### src/rtl/pio_timer_pkg.sv
// Shared types for the programmed I/O cycle timer.
// Assumes counts fit in CNT_W bits and mode numbers in MODE_W bits.
package pio_timer_pkg;
    localparam int CNT_W     = 7;
    localparam int MODE_W    = 3;
    localparam int NUM_MODES = 5;

    typedef struct packed {
        logic [CNT_W-1:0] strobe_on;
        logic [CNT_W-1:0] strobe_off;
        logic [CNT_W-1:0] last;
    } pio_counts_t;
endpackage

### src/rtl/pio_mode_table.sv
// Maps a mode number to its counts. Mode numbers past the top mode
// fall back to the fastest mode. Purely combinational.
module pio_mode_table
    import pio_timer_pkg::*;
(
    input  logic [MODE_W-1:0] mode_i,
    output pio_counts_t       counts_o
);
    // Per-mode lookup, out-of-range numbers take the fastest set.
    always_comb begin
        case (mode_i)
            MODE_W'(0): counts_o = '{strobe_on: CNT_W'(7), strobe_off: CNT_W'(36), last: CNT_W'(67)};
            MODE_W'(1): counts_o = '{strobe_on: CNT_W'(5), strobe_off: CNT_W'(29), last: CNT_W'(45)};
            MODE_W'(2): counts_o = '{strobe_on: CNT_W'(3), strobe_off: CNT_W'(23), last: CNT_W'(33)};
            MODE_W'(3): counts_o = '{strobe_on: CNT_W'(3), strobe_off: CNT_W'(11), last: CNT_W'(23)};
            default:    counts_o = '{strobe_on: CNT_W'(2), strobe_off: CNT_W'(9),  last: CNT_W'(15)};
        endcase
    end
endmodule

### src/rtl/pio_cycle_counter.sv
// Cycle counter: clears on request, else increments when enabled.
// Assumes clear and increment are never needed in the same cycle
// (clear wins if they are).
module pio_cycle_counter #(
    parameter int W = 7
) (
    input  logic         clk,
    input  logic         rst_n,
    input  logic         clear_i,
    input  logic         inc_i,
    output logic [W-1:0] count_o
);
    logic [W-1:0] count_q;

    // Count register with synchronous clear.
    always_ff @(posedge clk) begin
        if (!rst_n || clear_i) count_q <= '0;
        else if (inc_i)        count_q <= count_q + 1'b1;
    end

    assign count_o = count_q;
endmodule

### src/rtl/pio_wait_guard.sv
// Counts the hold cycles spent waiting on the ready line and flags
// when the cap is reached. Assumes clear_i pulses at each new transfer.
module pio_wait_guard #(
    parameter int LIMIT = 125,
    parameter int W     = 7
) (
    input  logic         clk,
    input  logic         rst_n,
    input  logic         clear_i,
    input  logic         wait_i,
    output logic         limit_o,
    output logic [W-1:0] count_o
);
    logic [W-1:0] count_q;

    assign limit_o = (count_q == W'(LIMIT));

    // Hold-cycle counter, saturating at the cap.
    always_ff @(posedge clk) begin
        if (!rst_n || clear_i)      count_q <= '0;
        else if (wait_i && !limit_o) count_q <= count_q + 1'b1;
    end

    assign count_o = count_q;
endmodule

### src/rtl/pio_cycle_timer.sv
// Runs one programmed I/O transfer: latches direction, mode and write
// word on an idle start pulse, steps a counter through the mode's
// counts, stalls on a low ready line at the strobe-off count up to a
// fixed cap, captures read data and pulses done at the end.
// Assumes start_i is a single-cycle pulse synchronous to clk.
module pio_cycle_timer
    import pio_timer_pkg::*;
#(
    parameter int DATA_W        = 16,
    parameter int CLK_PERIOD_NS = 10,
    parameter int WAIT_LIMIT_NS = 1250
) (
    input  logic              clk,
    input  logic              rst_n,
    input  logic              start_i,
    input  logic              write_i,
    input  logic [MODE_W-1:0] mode_i,
    input  logic [DATA_W-1:0] wdata_i,
    input  logic              dev_ready_i,
    input  logic [DATA_W-1:0] bus_rdata_i,
    output logic              rd_strobe_o,
    output logic              wr_strobe_o,
    output logic [DATA_W-1:0] bus_wdata_o,
    output logic              bus_oe_o,
    output logic [DATA_W-1:0] rdata_o,
    output logic              done_o,
    output logic              busy_o,
    output logic              timeout_o
);
    localparam int WAIT_CYC = WAIT_LIMIT_NS / CLK_PERIOD_NS;
    localparam int WAIT_W   = $clog2(WAIT_CYC + 1);

    logic              busy_q;
    logic              write_q;
    logic [MODE_W-1:0] mode_q;
    logic [DATA_W-1:0] wdata_q;
    logic [DATA_W-1:0] rdata_q;
    logic              done_q;
    logic              timeout_q;

    pio_counts_t       counts;
    logic [CNT_W-1:0]  cnt;
    logic [WAIT_W-1:0] wait_cnt;
    logic              limit_hit;
    logic              start_acc;
    logic              at_off;
    logic              at_last;
    logic              ready_low;
    logic              stall;
    logic              expire;
    logic              strobe_win;

    pio_mode_table u_table (
        .mode_i   (mode_q),
        .counts_o (counts)
    );

    assign start_acc = start_i && !busy_q;
    assign at_off    = busy_q && (cnt == counts.strobe_off);
    assign at_last   = busy_q && (cnt == counts.last);
    assign ready_low = at_off && !dev_ready_i;
    assign stall     = ready_low && !limit_hit;
    assign expire    = ready_low && limit_hit;

    pio_cycle_counter #(.W(CNT_W)) u_counter (
        .clk     (clk),
        .rst_n   (rst_n),
        .clear_i (start_acc || at_last),
        .inc_i   (busy_q && !stall && !at_last),
        .count_o (cnt)
    );

    pio_wait_guard #(.LIMIT(WAIT_CYC), .W(WAIT_W)) u_guard (
        .clk     (clk),
        .rst_n   (rst_n),
        .clear_i (start_acc),
        .wait_i  (ready_low),
        .limit_o (limit_hit),
        .count_o (wait_cnt)
    );

    // Busy flag: set on an accepted start, cleared at the last count.
    always_ff @(posedge clk) begin
        if (!rst_n)         busy_q <= 1'b0;
        else if (start_acc) busy_q <= 1'b1;
        else if (at_last)   busy_q <= 1'b0;
    end

    // Transfer parameters, latched only when a start is accepted.
    always_ff @(posedge clk) begin
        if (!rst_n) begin
            write_q <= 1'b0;
            mode_q  <= '0;
            wdata_q <= '0;
        end else if (start_acc) begin
            write_q <= write_i;
            mode_q  <= mode_i;
            wdata_q <= wdata_i;
        end
    end

    // Read capture on the edge that leaves the strobe-off count.
    always_ff @(posedge clk) begin
        if (!rst_n)                          rdata_q <= '0;
        else if (at_off && !stall && !write_q) rdata_q <= bus_rdata_i;
    end

    // One-cycle done pulse after the last count.
    always_ff @(posedge clk) begin
        if (!rst_n) done_q <= 1'b0;
        else        done_q <= at_last;
    end

    // Timeout flag: set when the cap forces progress, cleared on start.
    always_ff @(posedge clk) begin
        if (!rst_n)         timeout_q <= 1'b0;
        else if (start_acc) timeout_q <= 1'b0;
        else if (expire)    timeout_q <= 1'b1;
    end

    assign strobe_win  = busy_q && (cnt >= counts.strobe_on) && (cnt <= counts.strobe_off);
    assign rd_strobe_o = strobe_win && !write_q;
    assign wr_strobe_o = strobe_win && write_q;
    assign bus_oe_o    = busy_q && write_q;
    assign bus_wdata_o = wdata_q;
    assign rdata_o     = rdata_q;
    assign done_o      = done_q;
    assign busy_o      = busy_q;
    assign timeout_o   = timeout_q;
endmodule

### config.mk
export PLATFORM = sky130hd
export DESIGN_NAME = pio_cycle_timer
export DESIGN_NICKNAME = d
export VERILOG_FILES = /design/src/rtl/pio_timer_pkg.sv /design/src/rtl/pio_mode_table.sv /design/src/rtl/pio_cycle_counter.sv /design/src/rtl/pio_wait_guard.sv /design/src/rtl/pio_cycle_timer.sv
export SDC_FILE = /design/constraint.sdc
export NUM_CORES = 1
export LEC_CHECK = 0
export BUFFER_PORTS_ARGS = -buffer_cell sky130_fd_sc_hd__buf_2
export CORE_MARGIN = 8
export CORE_UTILIZATION = 52
export CTS_CLUSTER_DIAMETER = 120
export DETAILED_ROUTE_END_ITERATION = 12
export PLACE_DENSITY = 0.88
export SETUP_SLACK_MARGIN = 0.1
export SLEW_MARGIN = 20
export SYNTH_ARGS = -nofsm -noshare
export SYNTH_HDL_FRONTEND = slang
export SYNTH_HIERARCHICAL = 1
export SYNTH_SLANG_ARGS = --single-unit
export TNS_END_PERCENT = 50
### constraint.sdc
create_clock -name clk -period 3.7 [get_ports clk]
set_clock_uncertainty 0.1 [all_clocks]
set_input_delay 0 -clock clk [delete_from_list [all_inputs] [get_ports clk]]
set_output_delay 0 -clock clk [all_outputs]
set_load 0.01 [all_outputs]
==> results of run 1 <==
-- cell families (layout without fill, tap and decap cells) --
family,after synthesis,count (layout)
AND/OR/NAND/NOR,122,122
flip-flops,53,53
AO/OA/AOI/OAI,47,47
buffers and inverters,41,149
multiplexers,20,20
adder cells (fa/ha/maj),17,17
XOR/XNOR,12,12
other,2,6
-- state kept, by name (all words and copies together) (netlist names) --
signal / cells
timeout_o: 1
busy_o: 1
write_q: 1
rdata_o: 16
u_guard/count_o: 7
u_counter/count_o: 7
bus_wdata_o: 16
done_o: 1
mode_q: 3
-- power by group through the flow --
stage,logic (mW),registers (mW),clock network (mW)
floorplan,0.0885,0.614,0
global placement,0.128,0.610,0
detailed placement,0.133,0.610,0
CTS,0.166,0.597,0.360
global route,0.197,0.601,0.378
finish,0.183,0.599,0.352
-- timing repair --
action	CTS	global route
buffers inserted	0	0
hold buffers	39	0
endpoints found under the hold margin	41	0
-- worst min path at each step --
| stage | slack [ns] | from | end |
|---|---|---|---|
| floorplan | 0.04 | wdata_i[0] | bus_wdata_o[0] |
| global placement | 0.13 | bus_rdata_i[13] | rdata_o[13] |
| detailed placement | 0.15 | bus_rdata_i[6] | rdata_o[6] |
| CTS | 0.15 | dev_ready_i | timeout_o |
| global route | 0.17 | dev_ready_i | timeout_o |
| finish | 0.15 | dev_ready_i | u_guard/count_o[2] |
-- stage by stage --
| stage | area, um2 | util (%) | power (mW) |
|---|---|---|---|
| floorplan | 2680 | - | 0.702 |
| global placement | 3050 | 61.0 | 0.738 |
| detailed placement | 3050 | 61.0 | 0.743 |
| CTS | 3540 | 70.8 | 1.12 |
| global route | 3540 | 70.8 | 1.18 |
| finish | 3540 | 70.8 | 1.13 |
-- metal layers --
layer,part of all wire [%],GRT usage [%]
met1,37,23.5
met2,50,41.1
met3,8.6,9.15
met4,4.7,17.0
met5,0,0
-- cells in the final DEF (no fill, tap or decap), drive strengths merged, types with 5 or more instances in the layout --
cell type / synthesis / layout
dlygate4sd3: 0 / 39
dfxtp: 53 / 53
mux2i: 20 / 20
buf: 12 / 80
ha: 17 / 17
conb: 2 / 6
nand2: 53 / 53
nor3: 6 / 6
clkbuf: 7 / 6
a211oi: 6 / 6
nand4: 11 / 11
inv: 22 / 23
nor2: 29 / 29
xor2: 10 / 10
o21ai: 5 / 5
nand2b: 8 / 8
a21oi: 28 / 28
-- area by class of cell --
| cell class | instances | share of cell area, % |
|---|---|---|
| clock inverter | 2 | 0.494 |
| multi-input combinational | 224 | 39.9 |
| clock buffer | 6 | 2.33 |
| sequential | 53 | 29.9 |
| tap | 70 | 2.47 |
| timing repair buffer | 119 | 22.5 |
| inverter | 22 | 2.33 |
-- worst max-delay path: cells and delay by family (launching register included) --
kind,cells,cell delay (ns)
compound gates,1,0.15
fa+ha+maj,1,0.38
buf+inv,2,0.28
flops,1,0.38
simple gates,7,1.68
==> summary by stage, run 1 <==
Setup path
In this run the worst setup path terminates at u_counter/count_o[6]. In this run the critical register-to-register path is launched from mode_q[1]. Walking the worst path, the cells encountered are nor3_1 > inv_1 > ha_1 > nand4_2 > nor3_1 > buf_4 > nand2b_1 > and3_1 > nand4_2 > or3_1 > a21oi_1. At the worst endpoint, the required time is 3.84 ns.

The endpoint kind of the worst setup timing path is a flop. The cell depth of the worst flop-to-flop path is 11. The worst setup path is launched from a flop. The largest stage delay on the critical path is 0.51 ns. The critical register-to-register path endpoint is u_counter/count_o[6]. The arrival time of the worst setup path is 3.18 ns. The critical path is of the flop to flop type. The slack of the worst reg-to-reg path is 0.66 ns. The slowest cell on the critical path is sky130_fd_sc_hd__nor3_1. In this run the worst setup path begins at mode_q[1]. Along the worst path, the maximum fanout reaches 8.

STA
The max-slew violation total from the final report was 0. In this run the tightest slew margin relative to its limit is 52.0%. For the final routed database, the setup TNS stands at 0 ns. The final worst-path cycle share is 82.2%. The final critical-path required period is 3.04 ns. Setup violations remaining at the end of the flow were counted as 0. Setup slack on the critical path of the routed design comes to 0.658 ns. Based on the critical path, the design can be clocked at up to 329 MHz. The count of final hold-check violations is 0. Setup repair after global routing left no endpoint under its margin. At the pin with the least slew margin, the transition time is 0.720 ns.

The smallest hold slack is 0.155 ns.

Pwr
The switching share of power is 27.3%. IR analysis of the VDD net gives a maximum drop of 0.309 mV. The static power due to leakage is 1.63 nW.

The part of the total power dissipated in combinational logic is 16.1%. The internal power consumption is 0.825 mW. In this run the power density over the cells is 320 nW/um2. The clock share of power is 31.0%.

The register share of total power is 52.8%. The total net switching power is 0.310 mW.

Layout
The area occupied by registers is 1060 um2. The layout-stage area growth over the synthesis result is 33.3%. At the end of the flow, the number of nets in the layout was 482. The number of diodes is 0.

Cells with a size suffix above 1 make up 22.3% of the layout. The finished layout holds 496 standard cells, fillers aside. The area occupied by multi-input gates is 1420 um2. After filler insertion, the fill cell instance count of the layout stands at 331.

Drt
The ratio of routed vias to standard cells is 5.50. In this run the remaining antenna-violating nets after routing total 0. For this run, the detailed router's first-pass iteration total came to 4.

The average wire per cell in the routed design is 17.7 um. The routed layout has 2,730 vias. After detailed routing, the number of remaining DRC violations is 0. The detailed router finished its first iteration with 150 violations. For this block, the routed nets add up to 8770 um of wire.

Die
The floorplan core area is 5010 um2. The number of placed I/O pins is 78. The effective utilization at floorplan is 53.1%. The floorplan step defined a die boundary enclosing 7660 um2. The die is 87.5 um tall.

The number of cell rows is 26. The die is 87.5 um wide.

Clock tree
Clock tree synthesis found a total of 53 sinks. In this run the number of H-tree levels came out at 2. The root buffer cell is sky130_fd_sc_hd__clkbuf_8. The CTS buffer count is 5. The TritonCTS clock tree is done. The clock reaches the later pin of the worst-skew pair after 0.31 ns. The count of instances resized after the clock tree is built is 0.

The longest clock path from root to sink contains 2 buffers. The clock slew at the register clock pins of the worst setup and hold paths is 0.10 ns.

Yosys
Among all flip-flop cells after synthesis, the most frequent one is sky130_fd_sc_hd__dfxtp_1. The post-synth design cell area is 2660 um2. After synthesis, the largest family of logic cells by area is simple AND/OR/NAND/NOR gates. For this run, asynchronously set or reset flops after synthesis account for 0%.

Counting every instance in the synthesized netlist gives 314. The cell type with the highest aggregate area in the netlist is sky130_fd_sc_hd__dfxtp_1. The synthesized design contains 0 enable-type register cells.

The proportion of synthesized area in mux cells is 7.53%. Ranked by instance count, the synthesized netlist is headed by sky130_fd_sc_hd__dfxtp_1, sky130_fd_sc_hd__nand2_1, sky130_fd_sc_hd__nor2_1, sky130_fd_sc_hd__a21oi_1, sky130_fd_sc_hd__inv_1. The area fraction in compound gates after synthesis is 10.4%.

Counting flops and latches in the post-synthesis netlist gives 53. Yosys mapped the design onto 38 distinct sky130hd cell types. The synthesized netlist devotes 3.95% of its cell area to XOR and XNOR gates.

Each instance of the synthesized netlist takes up on average 8.47 um2. The portion of the post-synthesis area used by sequential elements is 39.9%. The most instantiated library cell after synthesis is sky130_fd_sc_hd__dfxtp_1.

By area the synthesized netlist is led by sky130_fd_sc_hd__dfxtp_1, sky130_fd_sc_hd__ha_1, sky130_fd_sc_hd__mux2i_1. The area fraction of the dominant cell type after synthesis is 39.9%. The post-synthesis share of cell area spent on full adders, half adders and majority gates is 8.00%. The share of synthesized cell area in and, or, nand and nor gates is 22.5%.

The total of warnings raised by yosys is 6.

GRT
The global-route wire length before repair is 14,300 um. After global routing the overflow that remains totals 0. The number of antenna violations at the first check in global routing is 0. Entering global routing, the biggest net connects 39 pins. The global-route total usage across every layer is 24.1%. The via count of the first global-routing pass is 3,004.

Placement
The placed cell count is 449. The congestion estimate from routability-driven global placement came to 0.884. Input and output buffers added on the ports amount to 77. The post-placement setup slack is 0.919 ns.

The half-perimeter wire length of the detailed placement result is 4770 um.

Hold path
The number of cells traversed by the worst hold path is 5. The worst hold path belongs to the class input port to flop.

Status
The run finished with clean final reports.

Flow run
The tool flagged a number of max-cap violations equal to 0.
No activity file was read; power rests on OpenSTA's default activity.
==> inputs of run 2 (changes only) <==
Clock period 3.7 ns to 3.1 ns, I/O delays scaled along.
==> run 2 against run 1 <==
Maximum frequency rose by 7.6%. Power rose by 19%. Hold slack improved by 0.0085 ns. Critical path depth unchanged. Final cell count stayed put. Clock-buffer cell count is the same. Combinational power is 16% higher. Sequential cell count is the same. Core utilization up 0.10 points. Largest power group unchanged.
==> summary by stage, run 2 (synthesis gave the netlist of run 1 again) <==
Status
Result of the run: finished, final reports clean (unchanged).

Setup path
Cell-by-cell listing of the critical path: xor2_1 > and2_1 > inv_1 > ha_1 > nand4_2 > nor3_1 > nand2b_1 > and3_1 > nand4_2 > or3_1 > a21oi_1 (was nor3_1 > inv_1 > ha_1 > nand4_2 > nor3_1 > buf_4 > nand2b_1 > and3_1 > nand4_2 > or3_1 > a21oi_1). The path type of the worst setup path is flop to flop (unchanged). The arrival time of the worst setup path is 2.95 ns (was 3.18 ns).

The cell type with the highest occurrence count on the critical path is sky130_fd_sc_hd__nand4_2. The slowest cell on the critical path is sky130_fd_sc_hd__dfxtp_1 (was sky130_fd_sc_hd__nor3_1). The largest stage delay on the critical path is 0.49 ns (was 0.51 ns).

The largest fanout on the critical path came to 7 (was 8). The required time of the critical path is 3.23 ns (was 3.84 ns). The endpoint kind of the worst setup timing path is a flop (unchanged). The critical path startpoint category is a flop (unchanged).

STA
The max-slew violation total from the final report is 0 (unchanged). Setup repair after global routing missed its margin: no (unchanged). The transition time of the tightest slew-check pin is 0.999 ns (was 0.720 ns). The final worst-path cycle share is 91.2% (was 82.2%).

The final critical-path required period is 2.83 ns (was 3.04 ns). The number of setup violations in the final report came to 0 (unchanged). The tightest slew margin relative to the limit is 33.0% (was 52.0%). The count of final hold-check violations came to 0 (unchanged). The worst setup margin is 0.274 ns (was 0.658 ns). The setup total negative slack is 0 ns (unchanged). The fmax is 354 MHz (was 329 MHz). The smallest hold slack is 0.163 ns (was 0.155 ns).

Drt
The average wire per cell in the routed design is 17.1 um (was 17.7 um). The DRC violation count after routing was 0 (unchanged). The overall via count from detail_route is 2,731 (was 2,730). The post-detailed-route count of antenna-violating nets was 0 (unchanged).

The first-pass iteration count of the detailed router is 5 (was 4). The initial DRC count is 161 (was 150). The ratio of routed vias to standard cells is 5.51 (was 5.50). The total length of routed wires is 8460 um (was 8770 um).

Die
The floorplan die width is 87.5 um (unchanged). The full die area is 7660 um2 (unchanged). The floorplan core area came to 5010 um2 (unchanged). The number of placed I/O pins is 78 (unchanged). The number of cell rows is 26 (unchanged).

The floorplan die height is 87.5 um (unchanged). The effective utilization at floorplan came to 53.1% (unchanged).

Hold path
The class of the most critical hold timing path is input port to flop (unchanged).

Layout
The most common library cell in the layout ignoring fill and taps is sky130_fd_sc_hd__buf_2 (unchanged). The layout-stage area growth over the synthesis result is 33.4% (was 33.3%). The final cell utilization of the core is 70.9% (was 70.8%). The number of diodes is 0 (unchanged). The net count reported at finish is 482 (unchanged).

Commonest cells after routing, fill and taps aside: sky130_fd_sc_hd__buf_2, sky130_fd_sc_hd__dfxtp_1, sky130_fd_sc_hd__nand2_1, sky130_fd_sc_hd__dlygate4sd3_1, sky130_fd_sc_hd__nor2_1 (unchanged). The share of cells above drive strength 1 came to 22.3% (unchanged).

Clock tree
The number of buffers added for setup after CTS was 0 (unchanged). The number of clock sinks is 53 (unchanged). The clock slew at the register clock pins of the worst setup and hold paths is 0.10 ns (about the same). The later-pin clock latency in the skew report came to 0.31 ns (about the same). The number of buffers on the longest clock path is 2 (unchanged).

The TritonCTS clock tree is done (unchanged). The root buffer cell is sky130_fd_sc_hd__clkbuf_8 (unchanged). The CTS buffer count is 5 (unchanged). The H-tree depth reported by CTS is 2 (unchanged).

Pwr
The static power due to leakage is 1.63 nW (about the same). The part of the total power dissipated in combinational logic is 15.8% (was 16.1%). The clock share of power is 31.1% (was 31.0%). The switching share of power is 27.1% (was 27.3%). The register share of total power is 53.1% (was 52.8%). The worst voltage drop across the vdd grid is 0.548 mV (was 0.309 mV). The total net switching power came to 0.366 mW (was 0.310 mW). The internal power consumption is 0.985 mW (was 0.825 mW).

The total power per unit cell area was 381 nW/um2 (was 320 nW/um2).

Placement
The final weighted congestion in routability-driven placement is 0.889 (was 0.884). The post-placement setup slack was 0.470 ns (was 0.919 ns). The half-perimeter wire length of the detailed placement result was 4820 um (was 4770 um). The number of I/O port buffers is 77 (unchanged).

GRT
The via count of the first global-routing pass was 2,894 (was 3,004). The total congestion overflow after global routing was 0 (unchanged). The global-route wire length before repair is 13,700 um (was 14,300 um). The number of antenna violations at the first check in global routing is 0 (unchanged). The global-route total usage across every layer was 22.4% (was 24.1%). The maximum number of pins on one net before global-route repair is 39 (unchanged).

Flow run
The max capacitance violation total is 0 (unchanged).
## run 2: changes by cell type in the layout (fill, tap and decap cells not counted)
cell,before,now
sky130_fd_sc_hd__clkinv_1,0,1
sky130_fd_sc_hd__inv_2,1,0
sky130_fd_sc_hd__nor3_1,6,5
sky130_fd_sc_hd__nor3_2,0,1
## run 2: per-stage QoR
stage / area [um2] / cells / power (mW)
6_report: 3550 / 496 / 1.35
5_1_grt: 3550 / 496 / 1.40
4_1_cts: 3540 / 496 / 1.34
3_5_place_dp: 3050 / 449 / 0.888
3_3_place_gp: 3050 / 449 / 0.880
2_1_floorplan: 2680 / 318 / 0.838
## run 2: final cells by class
class                           instances  area (um2)
Inverter                               22        82.6
Timing Repair Buffer                  119         798
Tap cell                               70        87.6
Sequential cell                        53        1060
Clock buffer                            6        82.6
Multi-Input combinational cell        224        1420
Fill cell                             329        1460
Clock inverter                          2        17.5
## run 2: metal layers
metal  vias up  wire (um)  GRT usage, %
met5         -          0             0
met4         0        284          9.38
met3        32        844          7.64
met2       155       4220          38.8
met1      1277       3110          24.4
li1       1267          -             -
## run 2: power groups by stage
stage / sequential (mW) / combinational [mW] / clock (mW)
after CTS: 0.714 / 0.198 / 0.429
after floorplan: 0.733 / 0.106 / 0
after global placement: 0.727 / 0.153 / 0
after global routing: 0.719 / 0.231 / 0.446
after detailed placement: 0.729 / 0.159 / 0
final: 0.717 / 0.213 / 0.421
## run 2: final timing paths
kind	slack, ns	start	cells past startpoint	end
max	0.27	mode_q[0]	11	u_counter/count_o[6]
min	0.16	dev_ready_i	5	timeout_o
max reg2reg	0.27	mode_q[0]	11	u_counter/count_o[6]
min reg2reg	0.38	bus_wdata_o[13]	2	bus_wdata_o[13]
## run 2: critical path, delay by kind of cell (launching register included)
family | cells | cell delay, ns
fa+ha+maj | 1 | 0.31
xor+xnor | 1 | 0.25
simple gates | 7 | 1.37
flops | 1 | 0.49
buf+inv | 1 | 0.05
compound gates | 1 | 0.16
## run 2: repair_timing
action,CTS,global route
hold buffers,39,0
resized for setup,0,1
endpoints found under the hold margin,41,0
setup endpoints to repair,0,3
==> inputs of run 3 (changes only) <==
Settings changed: CORE_UTILIZATION 52 to 55, PLACE_DENSITY 0.88 to 0.92.
Clock period 3.1 ns to 3.65 ns, I/O delays scaled along.
==> run 3 against run 2 <==
Register-to-register slack improved by 0.31 ns. Hold slack improved by 0.039 ns. Worst setup slack improved by 0.31 ns. Clock power rose by 3%. Sequential cell count did not move. Final cell count fell by 3.2%. First-iteration DRC count rose by 120%. Largest cell class unchanged. Sequential power fell by 15%.
==> summary by stage, run 3 (synthesis gave the netlist of run 1 again) <==
Status
Result of the run: finished, final reports clean (unchanged).

Pwr
The static power due to leakage was 1.64 nW (was 1.63 nW). The total power per unit cell area was 348 nW/um2 (was 381 nW/um2). The power after layout is 1.23 mW (was 1.35 mW). The worst voltage drop across the vdd grid was 0.281 mV (was 0.548 mV).

Setup path
Cell-by-cell listing of the critical path: nor3_1 > inv_1 > ha_1 > nand4_2 > nor3_1 > buf_4 > nand2b_1 > and3_1 > nand4_2 > or3_1 > a21oi_1 (was xor2_1 > and2_1 > inv_1 > ha_1 > nand4_2 > nor3_1 > nand2b_1 > and3_1 > nand4_2 > or3_1 > a21oi_1). The cell depth of the worst flop-to-flop path is 11 (unchanged). The startpoint of the most critical register-to-register path is mode_q[1] (was mode_q[0]).

The required time of the critical path is 3.81 ns (was 3.23 ns). The critical path startpoint category was a flop (unchanged). The arrival time of the worst setup path is 3.23 ns (was 2.95 ns). The path type of the worst setup path is flop to flop (unchanged). The largest stage delay on the critical path is 0.55 ns (was 0.49 ns). The slowest cell on the critical path was sky130_fd_sc_hd__nor3_1 (was sky130_fd_sc_hd__dfxtp_1). The kind of cell adding the most delay to the critical path is simple AND/OR/NAND/NOR gates (unchanged). The launch point of the critical path is mode_q[1] (was mode_q[0]). The sum of buffers and inverters on the critical path was 2 (was 1). The endpoint kind of the worst setup timing path is a flop (unchanged). The slack of the worst reg-to-reg path is 0.58 ns (was 0.27 ns). The critical register-to-register path endpoint is u_counter/count_o[6] (unchanged). The largest fanout on the critical path is 8 (was 7).

Drt
The top layer reached by signal wires is met4 (unchanged). The ratio of routed vias to standard cells is 6.05 (was 5.51). The total length of routed met2 wires is 4600 um (was 4220 um).

The first-pass iteration count of the detailed router is 5 (unchanged). The average wire per cell in the routed design is 20.3 um (was 17.1 um). The DRC violation count after routing is 0 (unchanged). The post-detailed-route count of antenna-violating nets is 0 (unchanged).

The overall via count from detail_route was 2,904 (was 2,731). The total length of routed wires is 9730 um (was 8460 um). The routed length on met1 is 3650 um (was 3110 um).

The initial DRC count is 355 (was 161). The routed length on met3 was 937 um (was 844 um).

Clock tree
The CTS buffer count was 5 (unchanged). The later-pin clock latency in the skew report was 0.33 ns (was 0.31 ns). The number of clock sinks was 53 (unchanged). The clock slew at the register clock pins of the worst setup and hold paths is 0.11 ns (was 0.10 ns). The count of instances resized after the clock tree is built is 0 (unchanged). The hold buffer count at cts was 39 (unchanged). The number of buffers added for setup after CTS is 0 (unchanged).

The root buffer cell is sky130_fd_sc_hd__clkbuf_8 (unchanged). The H-tree depth reported by CTS came to 2 (unchanged). The number of buffers on the longest clock path is 2 (unchanged). The TritonCTS clock tree was done (unchanged).

Hold path
The number of cells traversed by the worst hold path was 5 (unchanged). The class of the most critical hold timing path is input port to flop (unchanged). The capture endpoint of the worst hold path is timeout_o (unchanged). The startpoint of the worst hold path is dev_ready_i (unchanged).

GRT
The global-route total usage across every layer is 26.9% (was 22.4%). The total congestion overflow after global routing came to 0 (unchanged). The maximum number of pins on one net before global-route repair is 39 (unchanged). The number of antenna violations at the first check in global routing is 0 (unchanged). The via count of the first global-routing pass was 3,002 (was 2,894). The global-route wire length before repair came to 15,700 um (was 13,700 um).

Layout
The share of cells above drive strength 1 is 22.3% (unchanged). The number of diodes was 0 (unchanged). The non-filler instance count after layout is 480 (was 496). Commonest cells after routing, fill and taps aside: sky130_fd_sc_hd__buf_2, sky130_fd_sc_hd__dfxtp_1, sky130_fd_sc_hd__nand2_1, sky130_fd_sc_hd__dlygate4sd3_1, sky130_fd_sc_hd__nor2_1 (unchanged).

The count of fill cells added during filler insertion is 258 (was 329). The most common library cell in the layout ignoring fill and taps is sky130_fd_sc_hd__buf_2 (unchanged). The layout-stage area growth over the synthesis result is 33.1% (was 33.4%). The final cell utilization of the core is 75.5% (was 70.9%). The net count reported at finish is 482 (unchanged).

Die
The number of cell rows came to 25 (was 26). The effective utilization at floorplan is 56.7% (was 53.1%). The number of placed I/O pins is 78 (unchanged). The floorplan die width is 85.5 um (was 87.5 um). The floorplan core area is 4690 um2 (was 5010 um2).

The full die area is 7320 um2 (was 7660 um2). The floorplan die height came to 85.5 um (was 87.5 um).

Placement
The half-perimeter wire length of the detailed placement result came to 5020 um (was 4820 um). The final weighted congestion in routability-driven placement is 0.869 (was 0.889). The number of I/O port buffers is 77 (unchanged). The placed cell count is 433 (was 449).

STA
The fmax is 326 MHz (was 354 MHz). The count of final hold-check violations is 0 (unchanged). The final worst-path cycle share came to 84.1% (was 91.2%). The number of setup violations in the final report is 0 (unchanged).

The max-slew violation total from the final report was 0 (unchanged). Setup repair after global routing missed its margin: no (unchanged). The tightest slew margin relative to the limit is 50.0% (was 33.0%). The setup total negative slack is 0 ns (unchanged). The transition time of the tightest slew-check pin is 0.750 ns (was 0.999 ns). The final critical-path required period is 3.07 ns (was 2.83 ns).

Flow run
The max capacitance violation total came to 0 (unchanged).
## run 3: cell count changes in the layout (fill, tap and decap cells not counted)
cell                        change
sky130_fd_sc_hd__bufinv_16      +1
sky130_fd_sc_hd__clkinv_1       -1
sky130_fd_sc_hd__nor3_2         -1
sky130_fd_sc_hd__clkinv_4       -1
sky130_fd_sc_hd__nor3_1         +1
sky130_fd_sc_hd__inv_6          +1
sky130_fd_sc_hd__inv_2          +1
sky130_fd_sc_hd__clkbuf_8       -1
## run 3: worst max-delay path by stage
stage | to | slack [ns] | cells after the start
5_1_grt | u_counter/count_o[6] | 0.47 | 11
6_report | u_counter/count_o[6] | 0.58 | 11
4_1_cts | u_counter/count_o[6] | 0.81 | 11
3_3_place_gp | u_counter/count_o[5] | 0.99 | 11
2_1_floorplan | u_guard/count_o[4] | 0.92 | 9
3_5_place_dp | u_counter/count_o[6] | 0.84 | 11
## run 3: tightest hold or removal path, stage by stage
cell and delay, ns:
sky130_fd_sc_hd__buf_2 0.12, sky130_fd_sc_hd__nor3_1 0.07, sky130_fd_sc_hd__buf_4 0.16, sky130_fd_sc_hd__a21oi_1 0.18, sky130_fd_sc_hd__nor3_1 0.06
## run 3: where the power goes
part | switching (mW) | internal (mW) | total (mW)
Clock | 0.223 | 0.210 | 0.433
Combinational | 0.105 | 0.0857 | 0.191
Sequential | 0.0167 | 0.593 | 0.610
Total | 0.345 | 0.888 | 1.23
## run 3: layout make-up
cell class              instances  area [um2]  area share, %
repair buffers                119         798           22.5
flip-flops and latches         53        1060           30.0
well taps                      54        67.6           1.91
inverters                      22        82.6           2.33
clock buffers                   5        68.8           1.94
multi-input cells             224        1420           40.0
clock inverters                 3        47.5           1.34
## run 3: stage by stage
step	worst slack (ns)	cell area, um2	hold WS (ns)
floorplan	0.916	2680	0.0360
detailed placement	0.839	3030	0.142
global route	0.471	3540	0.216
global placement	0.988	3030	0.131
CTS	0.807	3540	0.157
finish	0.580	3540	0.202
## run 3: routing by layer
metal	global-route usage [%]	vias up
met5	0	-
met4	17.0	0
met3	8.79	59
met2	43.3	224
met1	30.1	1353
li1	-	1268
